**src/rtl/evt_counter_pkg.sv**
```systemverilog
package evt_counter_pkg;

    typedef enum logic [2:0] {
        EDGE_OFF  = 3'b000,
        EDGE_RISE = 3'b001,
        EDGE_FALL = 3'b010,
        EDGE_ANY  = 3'b011
    } edge_mode_e;

    function automatic logic mode_reserved(input logic [2:0] mode);
        return mode[2];
    endfunction

endpackage

```
**src/rtl/evt_sync.sv**
```systemverilog
module evt_sync #(
    parameter int W      = 2,
    parameter int STAGES = 2
) (
    input  logic         clk_i,
    input  logic         rst_ni,
    input  logic [W-1:0] async_i,
    output logic [W-1:0] sync_o
);
    logic [W-1:0] stage_d [STAGES];
    logic [W-1:0] stage_q [STAGES];

    always_comb begin
        stage_d[0] = async_i;
        for (int i = 1; i < STAGES; i++) begin
            stage_d[i] = stage_q[i-1];
        end
    end

    generate
        for (genvar g = 0; g < STAGES; g++) begin : g_stage
            always_ff @(posedge clk_i or negedge rst_ni) begin
                if (!rst_ni) stage_q[g] <= '0;
                else         stage_q[g] <= stage_d[g];
            end
        end
    endgenerate

    assign sync_o = stage_q[STAGES-1];
endmodule

```
**src/rtl/evt_edge_sel.sv**
```systemverilog
module evt_edge_sel
    import evt_counter_pkg::*;
(
    input  logic       clk_i,
    input  logic       rst_ni,
    input  logic       level_i,
    input  logic [2:0] mode_i,
    output logic       hit_o
);
    logic prev_d, prev_q;
    logic rise, fall;

    always_comb begin
        prev_d = level_i;
        rise   = level_i & ~prev_q;
        fall   = ~level_i & prev_q;
        hit_o  = 1'b0;
        if (!mode_reserved(mode_i)) begin
            unique case (edge_mode_e'(mode_i))
                EDGE_RISE: hit_o = rise;
                EDGE_FALL: hit_o = fall;
                EDGE_ANY:  hit_o = rise | fall;
                default:   hit_o = 1'b0;
            endcase
        end
    end

    always_ff @(posedge clk_i or negedge rst_ni) begin
        if (!rst_ni) prev_q <= 1'b0;
        else         prev_q <= prev_d;
    end
endmodule

```
**src/rtl/evt_core.sv**
```systemverilog
module evt_core #(
    parameter int CNT_W = 16
) (
    input  logic             clk_i,
    input  logic             rst_ni,
    input  logic             step_i,
    input  logic             down_i,
    input  logic             load_en_i,
    input  logic [CNT_W-1:0] load_val_i,
    input  logic             tgl_wr_en_i,
    input  logic             tgl_wr_val_i,
    output logic [CNT_W-1:0] count_o,
    output logic             toggle_o,
    output logic             wrap_o
);
    localparam logic [CNT_W-1:0] CNT_MAX = '1;
    localparam logic [CNT_W-1:0] CNT_MIN = '0;

    typedef struct packed {
        logic [CNT_W-1:0] count;
        logic             toggle;
        logic             wrap;
    } core_state_t;

    core_state_t st_d, st_q;
    logic        at_edge;

    always_comb begin
        st_d      = st_q;
        st_d.wrap = 1'b0;
        at_edge   = down_i ? (st_q.count == CNT_MIN) : (st_q.count == CNT_MAX);
        if (load_en_i) begin
            st_d.count = load_val_i;
        end else if (step_i) begin
            st_d.count = down_i ? st_q.count - 1'b1 : st_q.count + 1'b1;
            if (at_edge) begin
                st_d.wrap   = 1'b1;
                st_d.toggle = ~st_q.toggle;
            end
        end
        if (tgl_wr_en_i) st_d.toggle = tgl_wr_val_i;
    end

    always_ff @(posedge clk_i or negedge rst_ni) begin
        if (!rst_ni) st_q <= '0;
        else         st_q <= st_d;
    end

    assign count_o  = st_q.count;
    assign toggle_o = st_q.toggle;
    assign wrap_o   = st_q.wrap;
endmodule

```
**src/rtl/evt_counter.sv**
```systemverilog
module evt_counter #(
    parameter int CNT_W       = 16,
    parameter int SYNC_STAGES = 2
) (
    input  logic             clk_i,
    input  logic             rst_ni,
    input  logic             cnt_pin_i,
    input  logic             dir_pin_i,
    input  logic             run_i,
    input  logic [2:0]       edge_sel_i,
    input  logic             sw_down_i,
    input  logic             ext_dir_en_i,
    input  logic             load_en_i,
    input  logic [CNT_W-1:0] load_val_i,
    input  logic             tgl_wr_en_i,
    input  logic             tgl_wr_val_i,
    output logic [CNT_W-1:0] count_o,
    output logic             toggle_o,
    output logic             irq_o,
    output logic             aux_o
);
    logic [1:0] pins_sync;
    logic       edge_hit;
    logic       step;
    logic       down;
    logic       wrap;

    evt_sync #(.W(2), .STAGES(SYNC_STAGES)) u_sync (
        .clk_i  (clk_i),
        .rst_ni (rst_ni),
        .async_i({dir_pin_i, cnt_pin_i}),
        .sync_o (pins_sync)
    );

    evt_edge_sel u_edge (
        .clk_i  (clk_i),
        .rst_ni (rst_ni),
        .level_i(pins_sync[0]),
        .mode_i (edge_sel_i),
        .hit_o  (edge_hit)
    );

    always_comb begin
        step = run_i & edge_hit;
        down = sw_down_i ^ (ext_dir_en_i & pins_sync[1]);
    end

    evt_core #(.CNT_W(CNT_W)) u_core (
        .clk_i       (clk_i),
        .rst_ni      (rst_ni),
        .step_i      (step),
        .down_i      (down),
        .load_en_i   (load_en_i),
        .load_val_i  (load_val_i),
        .tgl_wr_en_i (tgl_wr_en_i),
        .tgl_wr_val_i(tgl_wr_val_i),
        .count_o     (count_o),
        .toggle_o    (toggle_o),
        .wrap_o      (wrap)
    );

    assign irq_o = wrap;
    assign aux_o = wrap;
endmodule

```
**config.mk**
```make
export PLATFORM = sky130hd
export DESIGN_NAME = evt_counter
export DESIGN_NICKNAME = d
export VERILOG_FILES = /design/src/rtl/evt_counter_pkg.sv /design/src/rtl/evt_sync.sv /design/src/rtl/evt_edge_sel.sv /design/src/rtl/evt_core.sv /design/src/rtl/evt_counter.sv
export SDC_FILE = /design/constraint.sdc
export NUM_CORES = 1
export LEC_CHECK = 0
export BUFFER_PORTS_ARGS = -buffer_cell sky130_fd_sc_hd__buf_2
export CAP_MARGIN = 20
export CORE_UTILIZATION = 30
export DETAILED_ROUTE_END_ITERATION = 16
export GPL_TIMING_DRIVEN = 0
export SYNTH_ARGS = -nofsm -noshare
export SYNTH_HDL_FRONTEND = slang
export SYNTH_SLANG_ARGS = --single-unit
```
**constraint.sdc**
```tcl
create_clock -name clk_i -period 4 [get_ports clk_i]
set_input_delay 0.6 -clock clk_i [delete_from_list [all_inputs] [get_ports clk_i]]
set_output_delay 0.6 -clock clk_i [all_outputs]
set_load 0.01 [all_outputs]
```
# --- After elaboration in Yosys (flattened, before gate mapping) ---
# Cells that the tools add are included.
word_totals:
  inputBits: 29
  output_inout_bits: 19
  word_cells: 36
  regBits: 23
op_classes:
  reduce_logical: 5
  add_sub_neg: 2
  bitwise_logic: 9
  mux: 9
  n_eq_ne: 5
ops:
  columns: ["op", "count"]
  rows:
  - ["16-bit 2-to-1 mux", 2]
  - ["18-bit 2-to-1 mux", 1]
  - ["16-bit by 1-bit adder with 16-bit output, second input constant", 1]
  - ["16-bit == test, second input constant", 1]
  - ["16-bit zero test", 1]
  - ["16-bit by 1-bit subtractor with 16-bit output, second input constant", 1]
  - ["3-bit by 2-bit == test with 1-bit output, second input constant", 2]
  - ["2-bit nonzero test", 3]
  - ["1-bit bitwise AND", 4]
  - ["2-bit 2-to-1 mux", 2]
  - ["3-bit by 1-bit == test with 1-bit output, second input constant", 1]
  - ["1-bit 2-to-1 mux", 3]
  - ["1-bit inverter", 3]
  - ["1-bit case mux with 3 select lines", 1]
  - ["3-bit AND reduction", 1]
  - ["2-bit by 1-bit != test with 1-bit output, second input constant", 1]
  - ["1-bit OR", 1]
  - ["1-bit bitwise XOR", 1]

# --- Longest topological paths before layout ---
logic_depth:
  ltp_word: 9
  depth_mapped: 10
  depth_no_buf: 9

# --- By module ---
# From an unflattened synthesis, not the netlist that was laid out.
hier_totals:
  hier_cells: 208
  hier_area_um2: 1844.3
by_module_without_submodules:
  columns: ["mod", "area_per_inst_um2", "seq_area_each_um2", "instances", "cells_each"]
  rows:
  - ["evt_core", 1634.1, 450.4, 1, 191]
  - ["evt_sync", 100.1, 100.1, 1, 4]
  - ["evt_edge_sel", 83.8, 25.0, 1, 9]
  - ["evt_counter", 26.3, 0.0, 1, 4]

# --- Least setup slack after synthesis ---
# No wires, ideal clock.
synth_path:
  path_kind: "input to register"
  start: "in ext_dir_en_i"
  end: "reg u_core.st_q, in the netlist u_core.count_o[14]"
  slack_ps: 385
  arrival_ps: 3492
  required_ps: 3877
  setup_ps: 123
  path_stages: 10
  path_buffers: 1
  cell_sequence: "nand2_1 > xnor2_1 > ha_1 > buf_6 > a21o_1 > a21o_1 > a22o_1 > or4_1 > a31oi_1 > o21ai_1"
synth_via:
  elab_chain_len: 5
synth_rtl:
  columns: ["item", "line", "text"]
  rows:
  - ["start: declaration", "evt_counter.sv:12", "input logic ext_dir_en_i,"]
  - ["1-bit bitwise AND", "evt_counter.sv:45", "down = sw_down_i ^ (ext_dir_en_i & pins_sync[1]);"]
  - ["1-bit bitwise XOR", "evt_counter.sv:45", null]
  - ["16-bit 2-to-1 mux", "evt_core.sv:35", "st_d.count = down_i ? st_q.count - 1'b1 : st_q.count + 1'b1;"]
  - ["18-bit 2-to-1 mux", "evt_core.sv:34", "end else if (step_i) begin"]
  - ["16-bit 2-to-1 mux", "evt_core.sv:32", "if (load_en_i) begin"]
  - ["end signal: assignment", "evt_core.sv:46", "else st_q <= st_d;"]
  - ["end: declaration", "evt_core.sv:25", "core_state_t st_d, st_q;"]
# No other way between the ends. The select of a mux whose other input is x is not followed.
# A chain may end at the register's enable or synchronous reset.

# --- Final worst setup path ---
# Ends and elaborated chain as after synthesis.

==> summary.md <==
| Metric | Value |
|---|---|
| M2 GR Usage | `between 20% and 30%` |
| Max-slew violations | `0` |
| Share of power burned in registers | `36.0%` |
| Tcrit/Tclk final | `approximately three quarters` |
| Comb pwr share | `~45%` |
| Clk buf depth | `2` |
| CP Max Fanout | `14` |
| Area leader, netlist | `dfrtp_1` |
| Sink Count | `23` |
| Hold buffers post-CTS | `0` |
| Final ANT Viol Nets | `0` |
| Async SR Flop Fraction | `100%` |
| Setup-failing EPs final | `0` |
| Post-detailed-routing wire length | `between 4000 and 5000 um` |
| Die width | `a little over 80 um` |
| Global Route Usage Sum | `16.5%` |
| Row Count | `28` |
| Post-DP HPWL | `around 3800 um` |
| Startpoint Class | `input pin` |
| Final instance count without filler cells | `around 350` |
| Buffers added on ports | `47` |
| Post-synthesis cell count | `between 200 and 250` |
| Relative slew slack | `about three fifths` |
| Die Y | `81.9 um` |
| Post-cts resize count | `0` |
| GR Util met3 | `under 10%` |
| First-pass iteration count of the detailed router | `4` |
| Yosys warns | `0` |
| Via count | `~1800` |
| RSZ-0062 raised after global routing | `no` |
| Slowest stage cell, crit path | `or4_1` |
| Placement Cell Area | `2270 um^2` |
| Crit path kind | `input pin to flop` |
| Initial core utilization | `between 30% and 40%` |
| Clock power frac | `19.0%` |
| Vias/cell | `roughly 5.2` |
| Largest delay share family, worst path | `compound AO/OA/AOI/OAI gates` |
| Met1 Use GR | `22.0%` |
| Fraction of layout cells with a size suffix above 1 | `around 23%` |
| Post-synth top flop | `dfrtp_1` |
| Pint | `0.491 mW` |
| Bufs and invs on worst path | `3` |
| Pwr/cell area | `about 340 nW/um^2` |
| Worst setup EP type | `flop` |
| Routed len/inst | `around 14 um` |
| Sequential share of the synthesized area | `30.0%` |
| Final std cell area, no fill | `2310 um^2` |
| NetSw | `around 0.31 mW` |
| Clk_lat worst skew | `0.27 ns` |
| Most common cell in the netlist | `nand2_1` |
| Global-route wire length before repair | `8450 um` |
| Outcome | `finished clean` |
| Placed Cells | `between 300 and 400` |
| FF+latch count, synth | `23` |
| Largest net degree at the start of global routing | `24` |
| Top post-synthesis cells by count | `nand2_1, dfrtp_1, o21ai_1` |
| Synth area leaders | `dfrtp_1, ha_1, nand2_1, o21ai_1, xnor2_1` |
| Max stage delay on crit path | `0.46 ns` |
| Postcts setup bufs | `0` |
| Arr. time, crit path | `roughly 3.1 ns` |
| Crit path cell chain | `buf_2 > nand2_1 > xnor2_2 > buf_8 > ha_1 > clkbuf_1 > a21oi_1 > o21ai_1 > a22o_1 > or4_1 > a31oi_1 > o21ai_1` |
| Final net count | `321` |
| Ant. Diodes | `0` |
| Core footprint | `about 6000 um^2` |
| Synth cell types | `46` |
| Top Ports | `48` |
| Peak Freq | `approximately 0.34 GHz` |
| Maximum VDD drop | `0.218 mV` |
| Syn avg cell area | `8.75 um^2` |
| Most frequent CP cell | `o21ai_1` |
| Worst hold path class | `input pin to async pin` |
| Die area | `between 6000 and 7000 um^2` |
| P&R area growth vs syn | `20.7%` |
| GRT Residual Overflow | `0` |
| CTS Buf Count | `3` |
| Syn Nets | `around 270` |
| Maxcap violations | `0` |
| Final Skew | `approximately 0.0024 ns` |
| Iteration-0 DRC Markers | `73` |
| Final Hold Violating Endpoints | `0` |
| CTS root buffer | `clkbuf_8` |
| RePlAce Congestion | `between 0.8 and 0.9` |
| CTS tree | `done` |
| Drt drc | `0` |
| Post-synth EDFFs | `0` |
| Required time of the critical path | `around 4.2 ns` |
| Syn Std Cell Area | `1920 um^2` |
| Clock-pin slew on the worst setup and hold paths | `~0.090 ns` |
| Cell leakage power | `1.10 nW` |
| Gr busiest metal | `met2` |
| Sw Share | `about two fifths` |
| Tmin final | `2.96 ns` |
| Worst-Margin Slew | `~0.57 ns` |
| Synth top area share | `30.0%` |
| H-tree levels | `1` |
| Number of global-route vias before repair | `between 1500 and 2000` |
| Initial antenna violation count | `0` |
==> worst reg2reg max path, cell delays in order, from the launching register on <==
cell	delay, ns
dfrtp_1	0.33
nand2_1	0.08
xnor2_2	0.44
buf_8	0.23
ha_1	0.24
clkbuf_1	0.19
a21oi_1	0.16
o21ai_1	0.15
a22o_1	0.25
or4_1	0.46
a31oi_1	0.18
o21ai_1	0.07
==> area by class of cell <==
| type | instances | area, um^2 |
|---|---|---|
| fill | 646 | 3710 |
| multi-input combinational | 184 | 1260 |
| sequential | 23 | 576 |
| timing repair buffer | 48 | 250 |
| tap | 75 | 93.8 |
| buffer | 9 | 72.6 |
| clock buffer | 4 | 45.0 |
| inverter | 3 | 11.3 |
==> metrics by stage <==
stage,setup slack [ns],hold WS [ns],TNS [ns],util (%),power [mW]
final,1.04,0.313,0,38.4,0.798
after CTS,1.05,0.320,0,38.4,0.809
after detailed placement,0.751,0.335,0,37.6,0.650
after global placement,-0.330,0.332,-0.777,37.3,0.641
after global routing,0.797,0.360,0,38.4,0.865
after floorplan,0.385,0.304,0,-,0.549
==> flip-flops by register name (all words and copies together) (netlist names) <==
name / count
u_sync.stage_d: 2
u_core.count_o: 16
u_core.toggle_o: 1
u_edge.prev_q: 1
u_sync.sync_o: 2
u_core.wrap_o: 1
==> final timing paths <==
path,from,to,slack (ns),cells after the start
hold reg to reg,u_sync.stage_d[1]$_DFF_PN0_,u_sync.sync_o[1]$_DFF_PN0_,0.35,0
setup / recovery,ext_dir_en_i,u_core.count_o[14]$_DFFE_PN0P_,1.04,12
min in group clk_i,u_sync.stage_d[1]$_DFF_PN0_,u_sync.sync_o[1]$_DFF_PN0_,0.35,0
hold / removal,rst_ni,u_core.count_o[6]$_DFFE_PN0P_,0.31,1
setup reg to reg,u_sync.sync_o[1]$_DFF_PN0_,u_core.count_o[14]$_DFFE_PN0P_,1.12,11
max in group asynchronous,rst_ni,u_core.count_o[7]$_DFFE_PN0P_,3.31,1
==> cells in the final DEF, fill, tap and decap left out, drive strengths merged, types with 5 or more instances in the layout <==
cell and n:
buf 54, nand2 28, o21ai 25, dfrtp 23
ha 19, a21oi 17, xnor2 10, nor2 9
mux2i 8, a21o 8, nand3 7, clkbuf 7
nand4 5
==> power groups by stage <==
stage / clock network, mW / logic [mW] / registers, mW
6_report: 0.152 / 0.359 / 0.287
4_1_cts: 0.161 / 0.360 / 0.288
3_5_place_dp: 0 / 0.358 / 0.292
2_1_floorplan: 0 / 0.256 / 0.293
3_3_place_gp: 0 / 0.350 / 0.292
5_1_grt: 0.166 / 0.408 / 0.292
==> kinds of logic (layout without fill, tap and decap cells) <==
family | after synthesis | count (layout) | share of synthesized area, %
adders and majority gates | 20 | 20 | 13.5
and+or+nand+nor | 75 | 75 | 19.9
DFF | 23 | 23 | 30.0
AOI/OAI and AO/OA | 68 | 68 | 22.1
buffers and inverters | 12 | 64 | 4.38
xor gates and xnor gates | 13 | 13 | 5.94
muxes | 8 | 8 | 4.18
==> routing by layer <==
layer	routed length, um	vias to the layer above
li1	-	907
met3	223	2
met4	8	0
met2	2280	50
met1	2480	838
met5	0	-
No activity file was read; power rests on OpenSTA's default activity.
